<file path="config.mk">
export PLATFORM = sky130hd
export DESIGN_NAME = cdram_sched
export DESIGN_NICKNAME = d
export VERILOG_FILES = /design/src/rtl/cdram_pkg.sv /design/src/rtl/cdram_req_fifo.sv /design/src/rtl/cdram_row_tags.sv /design/src/rtl/cdram_ref_guard.sv /design/src/rtl/cdram_sched.sv
export SDC_FILE = /design/constraint.sdc
export NUM_CORES = 1
export LEC_CHECK = 0
export BUFFER_PORTS_ARGS = -buffer_cell sky130_fd_sc_hd__buf_4
export CORE_ASPECT_RATIO = 0.6
export CORE_MARGIN = 2
export CORE_UTILIZATION = 62
export DETAILED_ROUTE_END_ITERATION = 16
export PLACE_DENSITY = 0.8
export SETUP_SLACK_MARGIN = 0.1
export SLEW_MARGIN = 40
export SYNTH_ARGS = -nofsm -noshare
export SYNTH_HDL_FRONTEND = slang
export SYNTH_SLANG_ARGS = --single-unit
</file>
<file path="constraint.sdc">
create_clock -name clk -period 5.05 [get_ports clk]
set_input_delay 0.505 -clock clk [delete_from_list [all_inputs] [get_ports clk]]
set_output_delay 0.505 -clock clk [all_outputs]
set_load 0.01 [all_outputs]
</file>
<file path="src/rtl/cdram_pkg.sv">
// Shared types for the row-cache DRAM scheduler.
// Assumes: opcode values are fixed and decoded by the DRAM command driver.
package cdram_pkg;

    typedef enum logic [2:0] {
        CMD_NOP = 3'd0,
        CMD_ACT = 3'd1,
        CMD_RD  = 3'd2,
        CMD_WR  = 3'd3,
        CMD_PRE = 3'd4,
        CMD_REF = 3'd5
    } cdram_cmd_e;

    typedef enum logic [1:0] {
        ST_IDLE,
        ST_WAIT,
        ST_COL,
        ST_PRE
    } cdram_state_e;

endpackage

</file>
<file path="src/rtl/cdram_req_fifo.sv">
// Small request queue in front of the scheduler.
// Holds DEPTH entries of W bits; DEPTH need not be a power of two.
// Assumes: the writer never pushes when full and the reader never pops when empty.
module cdram_req_fifo #(
    parameter int W     = 8,
    parameter int DEPTH = 3
) (
    input  logic         clk,
    input  logic         rst_n,
    input  logic         push,
    input  logic [W-1:0] din,
    input  logic         pop,
    output logic [W-1:0] dout,
    output logic         empty,
    output logic         full
);
    localparam int PTR_W = (DEPTH > 1) ? $clog2(DEPTH) : 1;
    localparam int CNT_W = $clog2(DEPTH + 1);

    logic [W-1:0]     mem [DEPTH];
    logic [PTR_W-1:0] wr_ptr;
    logic [PTR_W-1:0] rd_ptr;
    logic [CNT_W-1:0] count;

    // Next slot index with wrap at DEPTH.
    function automatic logic [PTR_W-1:0] bump(input logic [PTR_W-1:0] p);
        return (p == PTR_W'(DEPTH - 1)) ? '0 : p + 1'b1;
    endfunction

    // Store an accepted request.
    always_ff @(posedge clk) begin
        if (push) mem[wr_ptr] <= din;
    end

    // Advance pointers and the occupancy count.
    always_ff @(posedge clk) begin
        if (!rst_n) begin
            wr_ptr <= '0;
            rd_ptr <= '0;
            count  <= '0;
        end else begin
            if (push) wr_ptr <= bump(wr_ptr);
            if (pop)  rd_ptr <= bump(rd_ptr);
            if (push && !pop)      count <= count + 1'b1;
            else if (pop && !push) count <= count - 1'b1;
        end
    end

    assign dout  = mem[rd_ptr];
    assign empty = (count == '0);
    assign full  = (count == CNT_W'(DEPTH));

    AST_FIFO_NO_OVERFLOW: assert property (@(posedge clk) disable iff (!rst_n)
        push |-> (!full || pop));
    AST_FIFO_NO_UNDERFLOW: assert property (@(posedge clk) disable iff (!rst_n)
        pop |-> !empty);
endmodule

</file>
<file path="src/rtl/cdram_row_tags.sv">
// Valid flags and row tags for the direct-mapped row cache.
// One entry per (bank, low row bits); the remaining row bits are the tag.
// Lookup is combinational with a single comparator; a fill writes one entry.
// Assumes: LINES is a power of two, at least 2.
module cdram_row_tags #(
    parameter int BANKS  = 4,
    parameter int LINES  = 4,
    parameter int ROW_W  = 13,
    parameter int BANK_W = 2
) (
    input  logic              clk,
    input  logic              rst_n,
    input  logic [BANK_W-1:0] lk_bank,
    input  logic [ROW_W-1:0]  lk_row,
    output logic              hit,
    input  logic              fill_en,
    input  logic [BANK_W-1:0] fill_bank,
    input  logic [ROW_W-1:0]  fill_row
);
    localparam int LINE_W = $clog2(LINES);
    localparam int TAG_W  = ROW_W - LINE_W;

    logic [BANKS-1:0][LINES-1:0] valid_q;
    logic [TAG_W-1:0]            tag_q [BANKS][LINES];

    logic [LINE_W-1:0] lk_idx;
    logic [TAG_W-1:0]  lk_tag;
    logic [LINE_W-1:0] fill_idx;
    logic [TAG_W-1:0]  fill_tag;

    assign lk_idx   = lk_row[LINE_W-1:0];
    assign lk_tag   = lk_row[ROW_W-1:LINE_W];
    assign fill_idx = fill_row[LINE_W-1:0];
    assign fill_tag = fill_row[ROW_W-1:LINE_W];

    // Valid flags: cleared on reset, set by a fill.
    always_ff @(posedge clk) begin
        if (!rst_n)       valid_q <= '0;
        else if (fill_en) valid_q[fill_bank][fill_idx] <= 1'b1;
    end

    // Row tags: overwritten by a fill, never reset (guarded by valid).
    always_ff @(posedge clk) begin
        if (fill_en) tag_q[fill_bank][fill_idx] <= fill_tag;
    end

    assign hit = valid_q[lk_bank][lk_idx] && (tag_q[lk_bank][lk_idx] == lk_tag);

    // Record the last fill address for the check below.
    logic [BANK_W-1:0] chk_bank;
    logic [LINE_W-1:0] chk_idx;
    logic [TAG_W-1:0]  chk_tag;
    always_ff @(posedge clk) begin
        if (!rst_n) begin
            chk_bank <= '0;
            chk_idx  <= '0;
            chk_tag  <= '0;
        end else if (fill_en) begin
            chk_bank <= fill_bank;
            chk_idx  <= fill_idx;
            chk_tag  <= fill_tag;
        end
    end

    AST_FILL_TAKES_ENTRY: assert property (@(posedge clk) disable iff (!rst_n)
        fill_en |=> (valid_q[chk_bank][chk_idx] && tag_q[chk_bank][chk_idx] == chk_tag));
endmodule

</file>
<file path="src/rtl/cdram_ref_guard.sv">
// Refresh request latch and refresh-window timer.
// A ref_req pulse sets a pending flag; issuing REF clears it and starts a
// T_RFC-cycle window during which ref_busy is high.
// Assumes: the scheduler issues REF only while pending and not busy.
module cdram_ref_guard #(
    parameter int T_RFC = 8
) (
    input  logic clk,
    input  logic rst_n,
    input  logic ref_req,
    input  logic issue,
    output logic ref_pend,
    output logic ref_busy
);
    localparam int CW = $clog2(T_RFC + 1);

    logic          pend_q;
    logic [CW-1:0] cnt_q;

    // Pending flag and window countdown.
    always_ff @(posedge clk) begin
        if (!rst_n) begin
            pend_q <= 1'b0;
            cnt_q  <= '0;
        end else begin
            pend_q <= ref_req | (pend_q & ~issue);
            if (issue)             cnt_q <= CW'(T_RFC);
            else if (cnt_q != '0)  cnt_q <= cnt_q - 1'b1;
        end
    end

    assign ref_pend = pend_q;
    assign ref_busy = (cnt_q != '0);

    AST_REF_ONLY_WHEN_ASKED: assert property (@(posedge clk) disable iff (!rst_n)
        issue |-> (pend_q && !ref_busy));
    AST_REF_OPENS_WINDOW: assert property (@(posedge clk) disable iff (!rst_n)
        issue |=> ref_busy);
endmodule

</file>
<file path="src/rtl/cdram_sched.sv">
// Command scheduler for a DRAM whose sense amplifiers serve as a row cache.
// Read hits go out as a lone RD with the bank closed; read misses and all
// writes run ACT / column / PRE and fill the direct-mapped entry at ACT.
// Refresh goes out between operations; while its window runs, activates
// are held but read hits continue.
// Assumes: T_RCD >= 1, T_RFC >= 1, LINES a power of two.
module cdram_sched
    import cdram_pkg::*;
#(
    parameter int BANKS  = 4,
    parameter int LINES  = 4,
    parameter int ROW_W  = 13,
    parameter int QDEPTH = 3,
    parameter int T_RCD  = 2,
    parameter int T_RFC  = 8,
    localparam int BANK_W = (BANKS > 1) ? $clog2(BANKS) : 1
) (
    input  logic              clk,
    input  logic              rst_n,
    input  logic              req_valid,
    output logic              req_ready,
    input  logic              req_write,
    input  logic [BANK_W-1:0] req_bank,
    input  logic [ROW_W-1:0]  req_row,
    input  logic              ref_req,
    output logic              cmd_valid,
    output logic [2:0]        cmd_op,
    output logic [BANK_W-1:0] cmd_bank,
    output logic [ROW_W-1:0]  cmd_row
);
    localparam int REQ_W = 1 + BANK_W + ROW_W;
    localparam int WCW   = $clog2(T_RCD + 1);

    logic              q_empty;
    logic              q_full;
    logic              q_pop;
    logic [REQ_W-1:0]  q_head;
    logic              h_write;
    logic [BANK_W-1:0] h_bank;
    logic [ROW_W-1:0]  h_row;
    logic              hit;
    logic              fill_en;
    logic              ref_issue;
    logic              ref_pend;
    logic              ref_busy;

    cdram_state_e      state_q, state_d;
    logic [WCW-1:0]    wait_q, wait_d;
    logic              cur_write;
    logic [BANK_W-1:0] cur_bank;
    logic [ROW_W-1:0]  cur_row;

    cdram_cmd_e        op_d;
    logic              valid_d;
    logic [BANK_W-1:0] bank_d;
    logic [ROW_W-1:0]  row_d;

    assign req_ready = !q_full;

    cdram_req_fifo #(
        .W     (REQ_W),
        .DEPTH (QDEPTH)
    ) u_fifo (
        .clk   (clk),
        .rst_n (rst_n),
        .push  (req_valid && !q_full),
        .din   ({req_write, req_bank, req_row}),
        .pop   (q_pop),
        .dout  (q_head),
        .empty (q_empty),
        .full  (q_full)
    );

    assign {h_write, h_bank, h_row} = q_head;

    cdram_row_tags #(
        .BANKS  (BANKS),
        .LINES  (LINES),
        .ROW_W  (ROW_W),
        .BANK_W (BANK_W)
    ) u_tags (
        .clk       (clk),
        .rst_n     (rst_n),
        .lk_bank   (h_bank),
        .lk_row    (h_row),
        .hit       (hit),
        .fill_en   (fill_en),
        .fill_bank (h_bank),
        .fill_row  (h_row)
    );

    cdram_ref_guard #(
        .T_RFC (T_RFC)
    ) u_ref (
        .clk      (clk),
        .rst_n    (rst_n),
        .ref_req  (ref_req),
        .issue    (ref_issue),
        .ref_pend (ref_pend),
        .ref_busy (ref_busy)
    );

    // Operation state, activate-to-column countdown and the open request.
    always_ff @(posedge clk) begin
        if (!rst_n) begin
            state_q   <= ST_IDLE;
            wait_q    <= '0;
            cur_write <= 1'b0;
            cur_bank  <= '0;
            cur_row   <= '0;
        end else begin
            state_q <= state_d;
            wait_q  <= wait_d;
            if (fill_en) begin
                cur_write <= h_write;
                cur_bank  <= h_bank;
                cur_row   <= h_row;
            end
        end
    end

    // Pick this cycle's command and the next state.
    always_comb begin
        state_d   = state_q;
        wait_d    = wait_q;
        op_d      = CMD_NOP;
        valid_d   = 1'b0;
        bank_d    = cur_bank;
        row_d     = cur_row;
        q_pop     = 1'b0;
        fill_en   = 1'b0;
        ref_issue = 1'b0;
        unique case (state_q)
            ST_IDLE: begin
                if (ref_pend && !ref_busy) begin
                    op_d      = CMD_REF;
                    valid_d   = 1'b1;
                    ref_issue = 1'b1;
                    bank_d    = '0;
                    row_d     = '0;
                end else if (!q_empty) begin
                    if (!h_write && hit) begin
                        op_d    = CMD_RD;
                        valid_d = 1'b1;
                        bank_d  = h_bank;
                        row_d   = h_row;
                        q_pop   = 1'b1;
                    end else if (!ref_busy) begin
                        op_d    = CMD_ACT;
                        valid_d = 1'b1;
                        bank_d  = h_bank;
                        row_d   = h_row;
                        fill_en = 1'b1;
                        if (T_RCD > 1) begin
                            state_d = ST_WAIT;
                            wait_d  = WCW'(T_RCD - 1);
                        end else begin
                            state_d = ST_COL;
                        end
                    end
                end
            end
            ST_WAIT: begin
                if (wait_q <= WCW'(1)) state_d = ST_COL;
                else                   wait_d  = wait_q - 1'b1;
            end
            ST_COL: begin
                op_d    = cur_write ? CMD_WR : CMD_RD;
                valid_d = 1'b1;
                q_pop   = 1'b1;
                state_d = ST_PRE;
            end
            ST_PRE: begin
                op_d    = CMD_PRE;
                valid_d = 1'b1;
                state_d = ST_IDLE;
            end
            default: state_d = ST_IDLE;
        endcase
    end

    assign cmd_valid = valid_d;
    assign cmd_op    = op_d;
    assign cmd_bank  = bank_d;
    assign cmd_row   = row_d;

    AST_NO_ACT_IN_REFRESH: assert property (@(posedge clk) disable iff (!rst_n)
        (cmd_valid && cmd_op == CMD_ACT) |-> !ref_busy);
    AST_PRE_AFTER_COLUMN: assert property (@(posedge clk) disable iff (!rst_n)
        (cmd_valid && cmd_op == CMD_PRE) |->
            ($past(cmd_valid) && ($past(cmd_op) == CMD_RD || $past(cmd_op) == CMD_WR)));
    AST_VALID_MEANS_COMMAND: assert property (@(posedge clk) disable iff (!rst_n)
        cmd_valid |-> (cmd_op != CMD_NOP));
endmodule

</file>
### After elaboration in Yosys (flattened, before gate mapping)

Memories as Yosys holds them, arrays and structs flattened. A register that Yosys moved wholly into a read port is not among the register bits.
Cells that the tools add are included.
Widths: inputs -> output; s select.

| word-level totals | value |
|---|---|
| flip-flop bits (word level) | 47 |
| bits in writable memories | 224 |
| bits of input ports | 20 |
| output and inout port bits | 20 |
| memories | 2 |

| cells by class | value |
|---|---|
| add/sub/neg operators | 6 |
| magnitude comparators | 7 |
| eq/ne operators | 13 |
| multiplexer cells | 64 |
| bitwise operators | 6 |
| reduce and logical (&&, ||, !) cells | 24 |

Memory list:

| memory | depth | width | rd ports | clocked after memory_dff | write ports | line | source |
|---|---|---|---|---|---|---|---|
| u_tags.tag_q | 4 | 44 | 1 | 0 | 1 | cdram_row_tags.sv:24 | `logic [TAG_W-1:0] tag_q [BANKS][LINES];` |
| u_fifo.mem | 3 | 16 | 1 | 1 | 1 | cdram_req_fifo.sv:20 | `logic [W-1:0] mem [DEPTH];` |

Operators by type and width:

| kind | number |
|---|---|
| $mux 13 | 5 |
| $mux 44 | 1 |
| $mux 2 | 19 |
| $mux 11 | 3 |
| $bmux 11 s2 | 1 |
| $demux 11 s2 | 1 |
| $mux 1 | 20 |
| $mux 4 | 4 |
| $or 16x16->16 | 1 |
| $ne 2x2->1 const B | 6 |
| $eq 11x11->1 | 1 |
| $eq 2x2->1 const B | 5 |
| $logic_and 1x1->1 | 9 |
| $pmux 3 s3 | 1 |
| $bmux 4 s2 | 1 |
| $demux 4 s2 | 1 |
| $pmux 2 s4 | 1 |
| $add 2x1->2 const B | 3 |
| $lt 2x3->1 const B | 2 |
| $reduce_and 6->1 | 1 |
| $reduce_bool 2->1 | 3 |
| $logic_not 1->1 | 5 |
| $reduce_and 5->1 | 1 |
| $ge 2x1->1 const B | 2 |
| other kinds (18) | 23 |

### Depth between registers and ports, before layout

| depth | value |
|---|---|
| depth in word-level cells | 14 |
| depth in mapped cells | 19 |

### Hierarchy

From an unflattened synthesis, not the netlist that was laid out.

| unflattened totals | value |
|---|---|
| cells, all modules | 689 |
| area, all modules | 11,123.2 sq um |

By module, submodules not included:

| module | instances | cells each | area an instance (sq um) | sequential area each (sq um) |
|---|---|---|---|---|
| cdram_row_tags | 1 | 390 | 7,653.6 | 5,605.4 |
| cdram_req_fifo | 1 | 134 | 2,089.5 | 1,601.5 |
| cdram_sched | 1 | 140 | 1,141.1 | 400.4 |
| cdram_ref_guard | 1 | 25 | 239.0 | 100.1 |

### Worst setup path before layout

Ideal clock, no wire load.

| path | value |
|---|---|
| kind | register -> register |
| start point | register (tool-made name) |
| end point | memory u_tags.tag_q[1][0] in the netlist's numbering (enable) |
| setup time | 0.393 ns |
| arrival time | 3.895 ns |
| setup slack | 0.762 ns |
| cell stages (with the launch flop) | 16 |
| path buffers | 7 |
| period minus slack after synthesis | 4.288 ns |
| cell sequence | dfxtp_1 -> buf_2 -> buf_2 -> buf_1 -> clkbuf_1 -> clkbuf_1 -> nand2_1 -> o21ai_0 -> inv_1 -> xnor2_1 -> or4_1 -> nor3_4 -> nand3b_1 -> buf_6 -> buf_6 -> nor3_1 |

RTL lines:

| element | line |
|---|---|
| to (decl) | cdram_row_tags.sv:24 |

==> results.py <==
metrics = {
    "run_status": {
        "status": "finished, final reports clean",
    },
    "global_routing": {
        "grt_overflow": 0,
        "track_usage_pct": 29.59,
        "grt_pass1_wl_um": 45960,
        "grt_pass1_vias": 7833,
        "antenna_found_initial": 1,
        "grt_max_degree": 83,
    },
    "timing": {
        "hold_viol_final": 0,
        "fin_skew_ns": 0.03316,
        "setup_viol": 0,
        "relSlewSlack_pct": 47.46,
        "timing.setup.tns_ns": 0,
        "finalCritPeriodShare_pct": 98.41,
        "worst_pin_slew_ns": 0.7856,
        "drv_slew": 0,
        "layout_min_cycle_time_ns": 4.970,
        "max_freq_ghz": 0.2012,
    },
    "critical_path": {
        "crit_path_start_kind": "flop",
        "cp_num_buf_inv": 5,
        "r2r_cells": 15,
        "r2r_end": "u_tags.tag_q[3][23]",
        "cp_cell_sequence": "buf_12, mux2i_4, buf_4, o21ai_4, buf_4, mux2i_1, mux2i_1, a22o_1, o41ai_2, o211ai_1, or4_4, nor3_4, buf_4, o211a_4, o22ai_1, buf_4",
        "cp_max_fo": 13,
        "crit_cells": 16,
        "worstPathRequired_ns": 4.55,
        "worstPathArrival_ns": 4.46,
        "crit_path_max_incr_delay_ns": 0.50,
        "cp_top_family": "compound AO/OA/AOI/OAI gates",
        "critPathCapture": "cmd_row[9]",
        "crit_type": "reg -> out",
        "reg2reg_slack_ns": 0.34,
        "slowest_stage": "or4_4",
        "cp-end-kind": "primary output",
        "crit_path_frequent_cell": "buf_4",
    },
    "place": {
        "postPlaceCellArea_sq_um": 13010,
        "io_buffers": 39,
        "gp_congestion": 0.8706,
        "dp_hpwl_um": 19550,
    },
    "clock_tree": {
        "clock_sink_count": 273,
        "cts_buffer_depth": 3,
        "clkTransAtPathRegs_ns": 0.07,
        "cts-root-buf": "clkbuf_16",
        "clkLatencyLatePin_ns": 0.54,
        "tritoncts": "yes",
        "htreeDepth": 1,
        "hold_buffers": 0,
        "numCtsBuffers": 24,
    },
    "route": {
        "wl_per_cell_um": 23.18,
        "routed_wl_um": 30810,
        "remaining_drc_errors": 0,
        "drtIter0Drc": 1049,
        "vias_per_cell": 6.296,
        "final_antenna_net_count": 0,
        "routed-via-count": 8368,
        "first_pass_iters": 6,
    },
    "logic_synthesis": {
        "ys_seq_area_share_pct": 63.47,
        "synth_ff_type": "edfxtp_1",
        "synthTopCellsByArea": "edfxtp_1 (55%), mux2i_1 (8.7%), dfxtp_1 (8.1%), nand2_1 (4.5%), mux4_2 (2.0%)",
        "synthCells": 965,
        "syn_area_sq_um": 12140,
        "synth.top_cell.area_share_pct": 55.39,
        "synthArstFlopShare_pct": 0,
        "synth_edf_count": 224,
        "synth_nets": 994,
        "synth_seq_cells": 273,
        "yosys_warnings": 0,
        "synth_top_area_cell": "edfxtp_1",
        "avgSynthCellArea_sq_um": 12.58,
        "synth_cell_types": 57,
    },
    "die": {
        "ios": 40,
        "initial_core_util_pct": 63.48,
        "rows": 39,
        "coreArea_sq_um": 19130,
        "die_w_um": 184.7,
        "die_area_sq_um": 20760,
        "die_y_um": 112.4,
    },
    "run": {
        "cap_viol_max_count": 0,
    },
    "finish": {
        "post-route-util_pct": 74.14,
        "syn2layout_area_growth_pct": 16.79,
        "fillerInstances": 1196,
        "layout_commonest_cell": "edfxtp_1",
        "fin_nets": 1075,
        "layout-drive-gt1-share_pct": 21.64,
        "final_cell_area_sq_um": 14180,
        "diodes": 0,
        "final_cell_mix": "edfxtp_1 (224), nand2_1 (143), buf_4 (105)",
    },
    "hold_path": {
        "hp-start": "req_row[8]",
        "holdCritPathClass": "in -> reg",
    },
    "power_and_ir_drop": {
        "vdd_drop_max_v": 0.0003410,
        "p_per_area_nw_per_um2": 502.0,
        "p_leak_nw": 5.131,
    },
}
## routing by layer
layer	vias to the layer above	global-route usage [%]	wire, um
li1	3749	-	-
met1	4065	45.34	12990
met2	496	43.28	13660
met3	56	7.852	3556
met4	2	5.820	581
met5	-	0	17
## where the power goes
| part | switching, W | total (W) | internal [W] |
|---|---|---|---|
| Clock | 0.000801 | 0.00178 | 0.000982 |
| Combinational | 0.00154 | 0.00252 | 0.000985 |
| Sequential | 0.0000996 | 0.00281 | 0.00272 |
| Total | 0.00244 | 0.00712 | 0.00468 |
## timing repair
| item | 4_1_cts | 5_1_grt |
|---|---|---|
| pin swaps | 3 | 5 |
| buffers inserted | 3 | 29 |
| resized for setup | 8 | 18 |
| endpoints found under the setup margin | 18 | 18 |
| cloned | 2 | 1 |
## sequential cells by signal, summed over array words and instances, names as in the netlist, named ones only
name            flops
u_fifo.mem         48
u_tags.tag_q      176
cur_row            13
u_fifo.wr_ptr       2
cur_bank            2
u_tags.valid_q     16
u_fifo.rd_ptr       2
u_ref.cnt_q         4
cur_write           1
u_ref.ref_pend      1
wait_q              2
state_q             2
u_fifo.count        2
## through the flow
step | hold slack [ns] | std cells | total power, W | setup slack [ns]
CTS | 0.1578 | 1299 | 0.006909 | 0.1095
finish | 0.1627 | 1329 | 0.007119 | 0.08036
floorplan | 0.4244 | 965 | 0.004320 | 0.7623
global route | 0.1490 | 1329 | 0.007399 | -0.01702
detailed placement | 0.4418 | 1251 | 0.005097 | 0.3018
global placement | 0.4335 | 1251 | 0.005016 | 0.4488
## area by class of cell
type / count / area, sq um / area share [%]
inverter: 32 / 123.9 / 0.8735
clock buffer: 30 / 623.1 / 4.394
multi-input combinational: 601 / 4305 / 30.36
clock inverter: 13 / 127.6 / 0.8999
tap: 266 / 332.8 / 2.347
timing repair buffer: 114 / 955.9 / 6.741
sequential: 273 / 7712 / 54.39
## cells in the mapped netlist, types with 3 or more instances
cell type,count
mux2_2,14
a21oi_1,44
inv_1,32
and2_1,4
buf_6,5
a22oi_1,8
o21ai_2,5
xnor2_1,9
dfxtp_1,49
a32oi_1,3
mux4_2,11
mux2i_1,105
ha_1,9
clkbuf_1,31
buf_1,6
o21ai_0,38
o31a_1,4
o21a_1,7
o211ai_1,4
o2111ai_1,3
or4_1,4
o21ai_1,5
nor2_1,27
and3_1,4
a211oi_1,13
a31oi_1,4
buf_2,16
xor2_1,5
nand2_1,146
edfxtp_1,224
o22ai_1,18
nand3_1,34
nor2b_1,12
nor3_1,30
## how the worst min path moves through the flow
stage	endpoint	slack, ns	cells past startpoint
2_1_floorplan	u_tags.valid_q[0]	0.42	2
3_3_place_gp	u_tags.valid_q[4]	0.43	2
3_5_place_dp	u_tags.valid_q[10]	0.44	2
4_1_cts	u_fifo.mem[1][10]	0.16	1
5_1_grt	u_fifo.mem[0][9]	0.15	1
6_report	u_fifo.mem[2][8]	0.16	1
## kinds of logic after synthesis
| family | Yosys count | share of synthesized area, % |
|---|---|---|
| AND/OR/NAND/NOR | 275 | 10.19 |
| buffers and inverters | 93 | 3.421 |
| XOR/XNOR | 14 | 1.010 |
| adder cells (fa/ha/maj) | 9 | 0.9274 |
| AO/OA/AOI/OAI | 170 | 8.861 |
| multiplexers | 131 | 12.12 |
| flip-flops | 273 | 63.47 |
Note: power is estimated with default switching activity, not from simulation.
